## src/rtl/tdm_rx_pkg.sv

```systemverilog
package tdm_rx_pkg;

   typedef enum logic [1:0] {
      ST_IDLE  = 2'd0,
      ST_DELAY = 2'd1,
      ST_DATA  = 2'd2
   } rx_state_e;

   // word size in bits from the 2-bit size code
   function automatic logic [4:0] word_bits(input logic [1:0] code);
      return 5'd2 << code;
   endfunction

endpackage

```

## src/rtl/tdm_edge_sync.sv

```systemverilog
module tdm_edge_sync #(
   parameter int SYNC_STAGES = 2
) (
   input  logic clk,
   input  logic rst_n,
   input  logic ser_clk,
   input  logic ser_sync,
   input  logic ser_data,
   input  logic cfg_edge_fall,
   input  logic cfg_sync_low,
   output logic bit_ev,
   output logic bit_val,
   output logic sync_hit
);

   initial begin
      assert (SYNC_STAGES >= 1) else $error("SYNC_STAGES must be at least 1");
   end

   logic [SYNC_STAGES-1:0] clk_p, sync_p, data_p;

   generate
      if (SYNC_STAGES == 1) begin : g_single
         always_ff @(posedge clk or negedge rst_n) begin
            if (!rst_n) begin
               clk_p  <= '0;
               sync_p <= '0;
               data_p <= '0;
            end else begin
               clk_p  <= ser_clk;
               sync_p <= ser_sync;
               data_p <= ser_data;
            end
         end
      end else begin : g_multi
         always_ff @(posedge clk or negedge rst_n) begin
            if (!rst_n) begin
               clk_p  <= '0;
               sync_p <= '0;
               data_p <= '0;
            end else begin
               clk_p  <= {clk_p[SYNC_STAGES-2:0], ser_clk};
               sync_p <= {sync_p[SYNC_STAGES-2:0], ser_sync};
               data_p <= {data_p[SYNC_STAGES-2:0], ser_data};
            end
         end
      end
   endgenerate

   logic clk_q, clk_prev, sync_lvl, sync_was;
   assign clk_q    = clk_p[SYNC_STAGES-1];
   assign sync_lvl = sync_p[SYNC_STAGES-1] ^ cfg_sync_low;
   assign bit_val  = data_p[SYNC_STAGES-1];
   assign bit_ev   = cfg_edge_fall ? (clk_prev & ~clk_q) : (clk_q & ~clk_prev);
   assign sync_hit = bit_ev & sync_lvl & ~sync_was;

   always_ff @(posedge clk or negedge rst_n) begin
      if (!rst_n) begin
         clk_prev <= 1'b0;
         sync_was <= 1'b1;
      end else begin
         clk_prev <= clk_q;
         if (bit_ev) sync_was <= sync_lvl;
      end
   end

endmodule

```

## src/rtl/tdm_word_asm.sv

```systemverilog
module tdm_word_asm
   import tdm_rx_pkg::*;
#(
   parameter  int MAX_CHAN = 256,
   parameter  int WORD_MAX = 16,
   localparam int CH_W     = $clog2(MAX_CHAN)
) (
   input  logic                clk,
   input  logic                rst_n,
   input  logic                bit_ev,
   input  logic                bit_val,
   input  logic                sync_hit,
   input  logic [1:0]          cfg_delay,
   input  logic [1:0]          cfg_wsize,
   input  logic                cfg_lsb_first,
   input  logic [CH_W:0]       cfg_nchan,
   input  logic [MAX_CHAN-1:0] cfg_active,
   output logic                word_valid,
   output logic [WORD_MAX-1:0] word_data,
   output logic [CH_W-1:0]     word_chan,
   output logic                sync_err,
   output logic                frame_done
);

   localparam int BI_W = $clog2(WORD_MAX) + 1;

   initial begin
      assert (WORD_MAX >= 16) else $error("WORD_MAX must hold a 16-bit word");
      assert (MAX_CHAN >= 2 && (1 << CH_W) == MAX_CHAN) else $error("MAX_CHAN must be a power of two");
   end

   rx_state_e           state;
   logic [1:0]          dly_cnt;
   logic [BI_W-1:0]     bit_idx;
   logic [CH_W-1:0]     chan;
   logic [WORD_MAX-1:0] shreg;

   logic [BI_W-1:0]     wbits, cur_bit;
   logic [CH_W-1:0]     cur_chan;
   logic                absorb, first, last_bit, last_chan;
   logic [WORD_MAX-1:0] sh_lsb, sh_next, wmask;

   assign wbits = BI_W'(word_bits(cfg_wsize));
   assign wmask = ~({WORD_MAX{1'b1}} << wbits);

   always_comb begin
      absorb = 1'b0;
      if (bit_ev) begin
         if (sync_hit)                absorb = (cfg_delay == 2'd0);
         else if (state == ST_DELAY)  absorb = (dly_cnt == 2'd0);
         else                         absorb = (state == ST_DATA);
      end
      first     = sync_hit || (state == ST_DELAY);
      cur_bit   = first ? '0 : bit_idx;
      cur_chan  = first ? '0 : chan;
      last_bit  = (cur_bit == wbits - 1'b1);
      last_chan = ({1'b0, cur_chan} == cfg_nchan - 1'b1);
      sh_lsb    = shreg;
      sh_lsb[cur_bit[BI_W-2:0]] = bit_val;
      sh_next   = cfg_lsb_first ? sh_lsb : {shreg[WORD_MAX-2:0], bit_val};
   end

   always_ff @(posedge clk or negedge rst_n) begin
      if (!rst_n) begin
         state      <= ST_IDLE;
         dly_cnt    <= '0;
         bit_idx    <= '0;
         chan       <= '0;
         shreg      <= '0;
         word_valid <= 1'b0;
         word_data  <= '0;
         word_chan  <= '0;
         sync_err   <= 1'b0;
         frame_done <= 1'b0;
      end else begin
         word_valid <= absorb && last_bit && cfg_active[cur_chan];
         frame_done <= absorb && last_bit && last_chan;
         sync_err   <= sync_hit && (state != ST_IDLE);
         if (absorb && last_bit) begin
            word_data <= sh_next & wmask;
            word_chan <= cur_chan;
         end
         if (sync_hit) begin
            state   <= (cfg_delay == 2'd0) ? ST_DATA : ST_DELAY;
            dly_cnt <= cfg_delay - 2'd1;
         end else if (bit_ev && state == ST_DELAY && dly_cnt != 2'd0) begin
            dly_cnt <= dly_cnt - 2'd1;
         end
         if (absorb) begin
            shreg <= sh_next;
            if (last_bit) begin
               bit_idx <= '0;
               if (last_chan) begin
                  state <= ST_IDLE;
                  chan  <= '0;
               end else begin
                  state <= ST_DATA;
                  chan  <= cur_chan + 1'b1;
               end
            end else begin
               state   <= ST_DATA;
               bit_idx <= cur_bit + 1'b1;
               chan    <= cur_chan;
            end
         end
      end
   end

   // a strobed word always belongs to an enabled channel
   a_r7_active_only: assert property (@(posedge clk) disable iff (!rst_n)
      word_valid |-> cfg_active[word_chan]);

   // channel index stays inside the programmed frame
   a_r8_chan_range: assert property (@(posedge clk) disable iff (!rst_n)
      word_valid |-> ({1'b0, word_chan} < cfg_nchan));

   // no bits above the word size
   a_r2_word_masked: assert property (@(posedge clk) disable iff (!rst_n)
      word_valid |-> ((word_data >> wbits) == '0));

   // an early frame start never coincides with a word
   a_r9_no_word_on_err: assert property (@(posedge clk) disable iff (!rst_n)
      sync_err |-> !word_valid && !frame_done);

endmodule

```

## src/rtl/tdm_offset_ctl.sv

```systemverilog
module tdm_offset_ctl #(
   parameter int OFF_W = 8
) (
   input  logic             clk,
   input  logic             rst_n,
   input  logic             frame_done,
   input  logic [OFF_W-1:0] cfg_buf_len,
   input  logic [OFF_W-1:0] cfg_thr_a,
   input  logic [OFF_W-1:0] cfg_thr_b,
   output logic [OFF_W-1:0] wr_offset,
   output logic             irq_a,
   output logic             irq_b
);

   initial begin
      assert (OFF_W >= 1) else $error("OFF_W must be positive");
   end

   logic [OFF_W-1:0] inc, nxt;
   assign inc = wr_offset + 1'b1;
   assign nxt = (inc == cfg_buf_len) ? '0 : inc;

   always_ff @(posedge clk or negedge rst_n) begin
      if (!rst_n) begin
         wr_offset <= '0;
         irq_a     <= 1'b0;
         irq_b     <= 1'b0;
      end else begin
         irq_a <= frame_done && (nxt == cfg_thr_a);
         irq_b <= frame_done && (nxt == cfg_thr_b);
         if (frame_done) wr_offset <= nxt;
      end
   end

   // the offset only steps by one or wraps to zero
   a_r10_step: assert property (@(posedge clk) disable iff (!rst_n)
      !$stable(wr_offset) |-> (wr_offset == '0) || (wr_offset == $past(wr_offset) + 1'b1));

   // interrupt pulses only when the offset sits on its threshold
   a_r11_irq_a_match: assert property (@(posedge clk) disable iff (!rst_n)
      irq_a |-> (wr_offset == cfg_thr_a));

   a_r11_irq_b_match: assert property (@(posedge clk) disable iff (!rst_n)
      irq_b |-> (wr_offset == cfg_thr_b));

endmodule

```

## src/rtl/tdm_rx_deser.sv

```systemverilog
module tdm_rx_deser #(
   parameter  int MAX_CHAN    = 256,
   parameter  int WORD_MAX    = 16,
   parameter  int OFF_W       = 8,
   parameter  int SYNC_STAGES = 2,
   localparam int CH_W        = $clog2(MAX_CHAN)
) (
   input  logic                clk,
   input  logic                rst_n,
   input  logic                ser_clk,
   input  logic                ser_sync,
   input  logic                ser_data,
   input  logic                cfg_edge_fall,
   input  logic                cfg_sync_low,
   input  logic [1:0]          cfg_delay,
   input  logic                cfg_lsb_first,
   input  logic [1:0]          cfg_wsize,
   input  logic [CH_W:0]       cfg_nchan,
   input  logic [MAX_CHAN-1:0] cfg_active,
   input  logic [OFF_W-1:0]    cfg_buf_len,
   input  logic [OFF_W-1:0]    cfg_thr_a,
   input  logic [OFF_W-1:0]    cfg_thr_b,
   output logic                word_valid,
   output logic [WORD_MAX-1:0] word_data,
   output logic [CH_W-1:0]     word_chan,
   output logic                sync_err,
   output logic [OFF_W-1:0]    wr_offset,
   output logic                irq_a,
   output logic                irq_b
);

   logic bit_ev, bit_val, sync_hit, frame_done;

   tdm_edge_sync #(.SYNC_STAGES(SYNC_STAGES)) u_edge (
      .clk(clk), .rst_n(rst_n),
      .ser_clk(ser_clk), .ser_sync(ser_sync), .ser_data(ser_data),
      .cfg_edge_fall(cfg_edge_fall), .cfg_sync_low(cfg_sync_low),
      .bit_ev(bit_ev), .bit_val(bit_val), .sync_hit(sync_hit)
   );

   tdm_word_asm #(.MAX_CHAN(MAX_CHAN), .WORD_MAX(WORD_MAX)) u_asm (
      .clk(clk), .rst_n(rst_n),
      .bit_ev(bit_ev), .bit_val(bit_val), .sync_hit(sync_hit),
      .cfg_delay(cfg_delay), .cfg_wsize(cfg_wsize), .cfg_lsb_first(cfg_lsb_first),
      .cfg_nchan(cfg_nchan), .cfg_active(cfg_active),
      .word_valid(word_valid), .word_data(word_data), .word_chan(word_chan),
      .sync_err(sync_err), .frame_done(frame_done)
   );

   tdm_offset_ctl #(.OFF_W(OFF_W)) u_off (
      .clk(clk), .rst_n(rst_n), .frame_done(frame_done),
      .cfg_buf_len(cfg_buf_len), .cfg_thr_a(cfg_thr_a), .cfg_thr_b(cfg_thr_b),
      .wr_offset(wr_offset), .irq_a(irq_a), .irq_b(irq_b)
   );

endmodule

```

## config.mk

```make
export PLATFORM = sky130hd
export DESIGN_NAME = tdm_rx_deser
export DESIGN_NICKNAME = d
export VERILOG_FILES = /design/src/rtl/tdm_rx_pkg.sv /design/src/rtl/tdm_edge_sync.sv /design/src/rtl/tdm_word_asm.sv /design/src/rtl/tdm_offset_ctl.sv /design/src/rtl/tdm_rx_deser.sv
export SDC_FILE = /design/constraint.sdc
export NUM_CORES = 1
export LEC_CHECK = 0
export ABC_CLOCK_PERIOD_IN_PS = 3070
export BUFFER_PORTS_ARGS = -buffer_cell sky130_fd_sc_hd__buf_2
export CAP_MARGIN = 20
export CORE_UTILIZATION = 39
export DETAILED_ROUTE_END_ITERATION = 12
export PLACE_DENSITY_LB_ADDON = 0.25
export SLEW_MARGIN = 20
export SYNTH_ARGS = -nofsm -noshare
export SYNTH_HDL_FRONTEND = slang
export SYNTH_HIERARCHICAL = 1
export SYNTH_SLANG_ARGS = --single-unit
```

## constraint.sdc

```tcl
create_clock -name clk -period 3.07 [get_ports clk]
set_clock_uncertainty 0.15 [all_clocks]
set_input_delay 0.614 -clock clk [delete_from_list [all_inputs] [get_ports clk]]
set_output_delay 0.614 -clock clk [all_outputs]
set_load 0.05 [all_outputs]
```

==> results of run 1 <==
## path summary, 6_finish.rpt
path / startpoint / end / slack [ps] / cells after the start
setup / recovery: u_edge/clk_prev$_DFF_PN0_ / u_asm/word_valid$_DFF_PN0_ / 110 / 12
hold / removal: rst_n / u_off/irq_b$_DFF_PN0_ / 90 / 1
setup reg to reg: u_edge/clk_prev$_DFF_PN0_ / u_asm/word_valid$_DFF_PN0_ / 110 / 12
hold reg to reg: u_edge/data_p[0]$_DFF_PN0_ / u_edge/data_p[1]$_DFF_PN0_ / 200 / 0
max in group asynchronous: rst_n / u_asm/shreg[15]$_DFFE_PN0P_ / 2070 / 2
min in group clk: u_edge/data_p[0]$_DFF_PN0_ / u_edge/data_p[1]$_DFF_PN0_ / 200 / 0
## metrics by stage
| stage | instance area (µm²) | power, mW | setup slack [ps] | TNS (ps) |
|---|---|---|---|---|
| 6_report | 10100 | 5.71 | 110 | 0 |
| 4_1_cts | 9990 | 5.67 | 1.69 | 0 |
| 3_5_place_dp | 9630 | 4.39 | -277 | -2220 |
| 2_1_floorplan | 7150 | 3.23 | 11.8 | 0 |
| 5_1_grt | 10100 | 6.03 | -4.14 | -4.14 |
| 3_3_place_gp | 9630 | 4.35 | -232 | -1210 |
## power by group
group / leakage [nW] / total, mW / internal, mW / switching [mW]
logic: 3.50 / 3.01 / 1.37 / 1.64
registers: 0.995 / 1.44 / 1.23 / 0.212
clock network: 0.170 / 1.26 / 0.822 / 0.434
total: 4.67 / 5.71 / 3.42 / 2.29
## cells in the final DEF (no fill, tap or decap), types with 15 or more instances in the layout
| cell type | n |
|---|---|
| buf_2 | 335 |
| mux2_2 | 19 |
| mux2i_1 | 37 |
| a22o_1 | 15 |
| o21ai_0 | 89 |
| o211ai_1 | 18 |
| a21oi_1 | 47 |
| dfrtp_1 | 75 |
| xnor2_1 | 17 |
| buf_4 | 94 |
| nand2_1 | 111 |
| inv_1 | 18 |
| nor3_1 | 25 |
| mux4_2 | 19 |
| nor2_1 | 58 |
| nand3_1 | 22 |
| o22ai_1 | 20 |
## sequential cells by signal, summed over array words and instances, names as in the netlist, 2 cells and up
register and cells:
u_asm/bit_idx 5, u_asm/chan 8, u_asm/dly_cnt 2, u_asm/shreg 16, u_asm/state 2, u_asm/word_chan 8
u_asm/word_data 16, u_edge/clk_p 2, u_edge/data_p 2, u_edge/sync_p 2, u_off/wr_offset 8
## layer usage
metal  wire (µm)  part of all wire  up-vias
met2       14400              0.50      346
met5           0                 0        -
met3        1660             0.058       62
met4         892             0.031        0
li1            -                 -     4043
met1       11800              0.41     3997
## final cells by class
type                    instances  area, µm²  share of cell area
flip-flops and latches         78       1960               0.195
clock buffers                  10        239              0.0238
clock inverters                 6        115              0.0115
repair buffers                436       2500               0.249
inverters                      24       90.1             0.00896
well taps                     229        287              0.0285
multi-input cells             701       4860               0.483
## kinds of logic after synthesis
kind of cell / Yosys count / share of synthesized area
AOI/OAI and AO/OA: 290 / 0.269
xor gates and xnor gates: 30 / 0.0437
adders and majority gates: 8 / 0.0140
buffers and inverters: 95 / 0.0570
DFF: 78 / 0.274
muxes: 76 / 0.144
and+or+nand+nor: 297 / 0.198
## repair_timing
action	in CTS	in global routing
gates resized for setup	1	17
endpoints found under the setup margin	1	9
buffers inserted	0	0
pin swaps	0	3
## critical path, delay by kind of cell (launching register included)
| family | cells | cell delay (ps) |
|---|---|---|
| AOI/OAI and AO/OA | 4 | 580 |
| buffers and inverters | 2 | 280 |
| DFF | 1 | 370 |
| and+or+nand+nor | 6 | 1490 |
==> flow_summary_export.csv, run 1 <==
group,metric,value,unit
power,power_density,568,mW/mm²
finish,stdcell_count,1484,
global_route,overflow,0,
routing,vias,8448,
yosys,synth_cells,874,
sta,setup_viol,0,
yosys,synth_most_common_cell,"nand2_1",
global_route,grt_max_degree,47,
power,ir_worst_vdd,0.327,mV
yosys,syn_area_per_cell,8.16,µm²
global_route,use_met2,0.526,
setup_path,path_class,"reg2reg",
placed_design,place_congestion,0.920,
floorplan,rows,49,
clock_network,cts_buffer_depth,2,
yosys,yosysSeqAreaShare,0.274,
finish,n_antenna_cell,0,
yosys,yosys_warnings,6,
sta,whs,91.1,ps
sta,finalHoldViolCount,0,
yosys,synth_top_area_frac,0.270,
finish,final_util,0.560,
sta,slew-limit-headroom,0.627,
global_route,antenna_found_initial,0,
routing,wirelength,28.8,mm
routing,drtIter0Drc,582,
clock_network,cts_tree,"yes",
worst_hold_path,worstHoldPathType,"in2async",
clock_network,cts_buffers,9,
global_route,grt_most_used_layer,"met2",
sta,worst_pin_slew,560,ps
placed_design,hpwlAfterDp,23.2,mm
setup_path,critPathMostFrequentCell,"buf_4",
floorplan,fp.dieArea,0.0188,mm²
finish,syn_to_final_growth,41.0,%
yosys,synth-edff-count,0,
global_route,met3_usage,0.0442,
floorplan,coreArea,0.0180,mm²
finish,drive_gt1_frac,0.421,
finish,nets,1559,
sta,fmax,338,MHz
clock_network,cts.clk_slew.worst_paths,60,ps
yosys,synthTopCellsByCount,"112 x nand2_1, 90 x o21ai_0, 77 x dfrtp_1",
yosys,synth_async_sr_flop_share,1.00,
floorplan,initial_core_util,0.397,
yosys,yosys.area.top_type,"dfrtp_1",
yosys,syn_nets,1183,
setup_path,cp_cell_sequence,"nand2b_1, o21ai_2, and3b_2, buf_4, buf_4, nor2b_1, and2_2, a21oi_1, o211ai_1, and4_1, or4b_4, a32oi_1",
yosys,synth_cell_types,81,
setup_path,slowest_stage,"or4b_4",
sta,layout_min_cycle_time,2960,ps
clock_network,clk_latency,330,ps
yosys,syn_area,0.00713,mm²
setup_path,cp-start-kind,"flop",
setup_path,slowest_delay,560,ps
outcome,outcome,"complete, no violations",
routing,post-route-drc-count,0,
routing,vias_per_cell,5.69,
global_route,grt_pass1_wl,43.0,mm
floorplan,ioPinCount,337,
setup_path,worstPathMaxFanout,5,
sta,fin_crit_sh,0.964,
yosys,synth_area_leaders,"dfrtp_1 27%, o21ai_0 6.3%, mux4_2 6.0%, nand2_1 5.9%, mux2i_1 5.2%",
yosys,synth-seq-cells,78,
floorplan,die_h,137,µm
setup_path,required,3170,ps
run,cap_violations,0,
setup_path,arrival,3060,ps
power,p_leak,4.67,nW
placed_design,io_buffers,336,
sta,finalMaxSlewViolations,0,
clock_network,ctsHoldBuffers,0,
finish,fillCellCount,1708,
routing,drtPass1Iterations,4,
global_route,grt_pass1_vias,8021,
global_route,grt.met1_usage,0.377,
global_route,grt_use_total,0.301,
placed_design,dp_cells,1468,
clock_network,ctsHtreeMaxLevel,3,
setup_path,critPathCaptureType,"flop",
routing,wl_per_cell,19.4,µm
clock_network,root_buffer,"clkbuf_16",
floorplan,die_x,137,µm
yosys,yosys_most_used_dff,"dfrtp_1",
routing,ant_nets,0,
clock_network,cts.sinks,78,
(Power assumes the default switching activity.)
==> inputs of run 2 (changes only) <==
--- a/config.mk
+++ b/config.mk
@@ -9,5 +9,7 @@
 export BUFFER_PORTS_ARGS = -buffer_cell sky130_fd_sc_hd__buf_2
 export CAP_MARGIN = 20
+export CORE_MARGIN = 3
 export CORE_UTILIZATION = 39
+export CTS_BUF_LIST = sky130_fd_sc_hd__clkbuf_2 sky130_fd_sc_hd__clkbuf_4 sky130_fd_sc_hd__clkbuf_8
 export DETAILED_ROUTE_END_ITERATION = 12
 export PLACE_DENSITY_LB_ADDON = 0.25
--- a/constraint.sdc
+++ b/constraint.sdc
@@ -3,3 +3,3 @@
 set_input_delay 0.614 -clock clk [delete_from_list [all_inputs] [get_ports clk]]
 set_output_delay 0.614 -clock clk [all_outputs]
-set_load 0.05 [all_outputs]
+set_load 0.01 [all_outputs]
==> flow_summary_export.csv, run 2 (same netlist as run 1, synthesis figures left out) <==
group,metric,value,unit
floorplan,ioPinCount,337,
floorplan,die_x,141,µm
worst_hold_path,worstHoldPathType,"in2async",
setup_path,rrSetupSlack,140,ps
sta,setup_slack,140,ps
setup_path,arrival,3060,ps
sta,finalHoldViolCount,0,
finish,ff_latch_area,0.00196,mm²
routing,wl_per_cell,21.6,µm
setup_path,path_class,"reg2reg",
setup_path,worstPathMaxFanout,10,
run,cap_violations,0,
power,p_int,3.02,mW
sta,finalSetupTns,0,ps
placed_design,io_buffers,336,
clock_network,root_buffer,"clkbuf_8",
setup_path,reg2reg_depth,13,
sta,grt_setup_unrepaired,"yes",
sta,whs,120,ps
setup_path,r2r-start,"u_edge/clk_p[1]$_DFF_PN0_",
finish,top_regs,"u_asm/shreg x16, u_asm/word_data x16",
finish,syn_to_final_growth,38.7,%
setup_path,slowest_delay,550,ps
placed_design,dp_slack,-325,ps
routing,post-route-drc-count,0,
finish,nets,1553,
setup_path,cp-start-kind,"flop",
floorplan,initial_core_util,0.405,
finish,final_util,0.562,
power,p_sw_frac,0.417,
power,power,5.18,mW
placed_design,hpwlAfterDp,25.8,mm
outcome,outcome,"complete, no violations",
global_route,antenna_found_initial,3,
finish,multi_input_area,0.00488,mm²
finish,layout_common_cells,"335 x buf_2, 110 x nand2_1, 89 x buf_4, 87 x o21ai_0, 75 x dfrtp_1",
floorplan,coreArea,0.0176,mm²
placed_design,place_congestion,1.01,
power,p_switching,2.16,mW
setup_path,required,3200,ps
power,p_leak,4.56,nW
setup_path,crit_end,"u_asm/word_valid$_DFF_PN0_",
setup_path,slowest_stage,"or4b_4",
sta,finalMaxSlewViolations,0,
sta,fin_crit_sh,0.954,
clock_network,clk_latency,360,ps
global_route,grt_use_total,0.306,
sta,worst_pin_slew,619,ps
finish,drive_gt1_frac,0.423,
routing,drtPass1Iterations,6,
routing,vias_per_cell,5.83,
power,seq_power_share,0.278,
power,power_density,524,mW/mm²
finish,fillCellCount,1688,
routing,vias,8608,
clock_network,cts_buffers,9,
routing,ant_nets,0,
global_route,grt_pass1_wl,47.6,mm
power,combinationalPowerShare,0.547,
floorplan,rows,48,
floorplan,die_h,141,µm
setup_path,reg2reg_to,"u_asm/word_valid$_DFF_PN0_",
sta,slew-limit-headroom,0.587,
routing,drtIter0Drc,877,
setup_path,critPathCaptureType,"flop",
routing,wirelength,31.8,mm
setup_path,cp_cell_sequence,"nand3b_1, o21ai_2, and3b_2, buf_6, buf_12, nor2_2, buf_4, nor2_1, a21oi_1, o211ai_1, and4_1, or4b_4, a32oi_1",
clock_network,ctsHtreeMaxLevel,3,
clock_network,cts.clk_slew.worst_paths,90,ps
sta,setup_viol,0,
finish,final_common_cell,"buf_2",
clock_network,cts.sinks,78,
power,ir_worst_vdd,0.398,mV
power,power.share.clock,0.175,
sta,fmax,341,MHz
global_route,grt_max_degree,70,
setup_path,crit_start,"u_edge/clk_p[1]$_DFF_PN0_",
global_route,overflow,0,
clock_network,cts_tree,"yes",
global_route,grt_pass1_vias,8210,
sta,layout_min_cycle_time,2930,ps
clock_network,cts_buffer_depth,2,
floorplan,fp.dieArea,0.0199,mm²
## run 2: changes by cell type in the layout (fill, tap and decap cells not counted), sizes merged
cell | before | now
buf | 436 | 430
bufinv | 3 | 2
clkinvlp | 1 | 2
diode | 0 | 2
## run 2: worst min-delay path by stage
stage,start,endpoint,slack (ps)
2_1_floorplan,rst_n,u_asm/bit_idx[0]$_DFFE_PN0P_,170
3_3_place_gp,u_edge/sync_p[0]$_DFF_PN0_,u_edge/sync_p[1]$_DFF_PN0_,180
3_5_place_dp,u_edge/clk_p[0]$_DFF_PN0_,u_edge/clk_p[1]$_DFF_PN0_,190
4_1_cts,rst_n,u_asm/word_chan[2]$_DFFE_PN0P_,130
5_1_grt,rst_n,u_asm/word_chan[2]$_DFFE_PN0P_,170
6_report,rst_n,u_asm/word_chan[7]$_DFFE_PN0P_,120
## run 2: critical path: cells and delay by family, from the launching register on
kind	cells	cell delay [ps]
AO/OA/AOI/OAI	4	500
buffers and inverters	3	490
flip-flops	1	370
AND/OR/NAND/NOR	6	1320
## run 2: routing by layer
metal	global-route usage	vias up	part of all wire
met5	0	-	0.00085
met4	0.0561	4	0.016
met3	0.0563	41	0.087
met2	0.512	445	0.48
met1	0.419	4092	0.41
li1	-	4026	-
## run 2: repair_timing
item / CTS / global route
buffers inserted: 0 / 4
setup endpoints to repair: 0 / 30
hold endpoints to repair: 0 / 0
resized for setup: 0 / 30
hold buffers: 0 / 0
## run 2: layout make-up
cell class,instances,share of cell area
Tap cell,225,0.0285
Clock buffer,10,0.0139
Multi-Input combinational cell,701,0.494
Antenna cell,2,0.000506
Timing Repair Buffer,430,0.247
Inverter,24,0.00911
Sequential cell,78,0.198
Clock inverter,6,0.00937
## run 2: metrics by stage
step | instances | cell area, µm²
global placement | 1454 | 9530
floorplan | 874 | 7150
finish | 1476 | 9890
CTS | 1470 | 9760
detailed placement | 1454 | 9530
global route | 1474 | 9880
## run 2: power groups by stage
stage | Sequential [mW] | Clock, mW | Combinational, mW
final | 1.44 | 0.905 | 2.83
after global routing | 1.47 | 0.951 | 3.08
after CTS | 1.44 | 0.919 | 2.74
after detailed placement | 1.45 | 0 | 2.72
after global placement | 1.45 | 0 | 2.69
after floorplan | 1.36 | 0 | 1.78
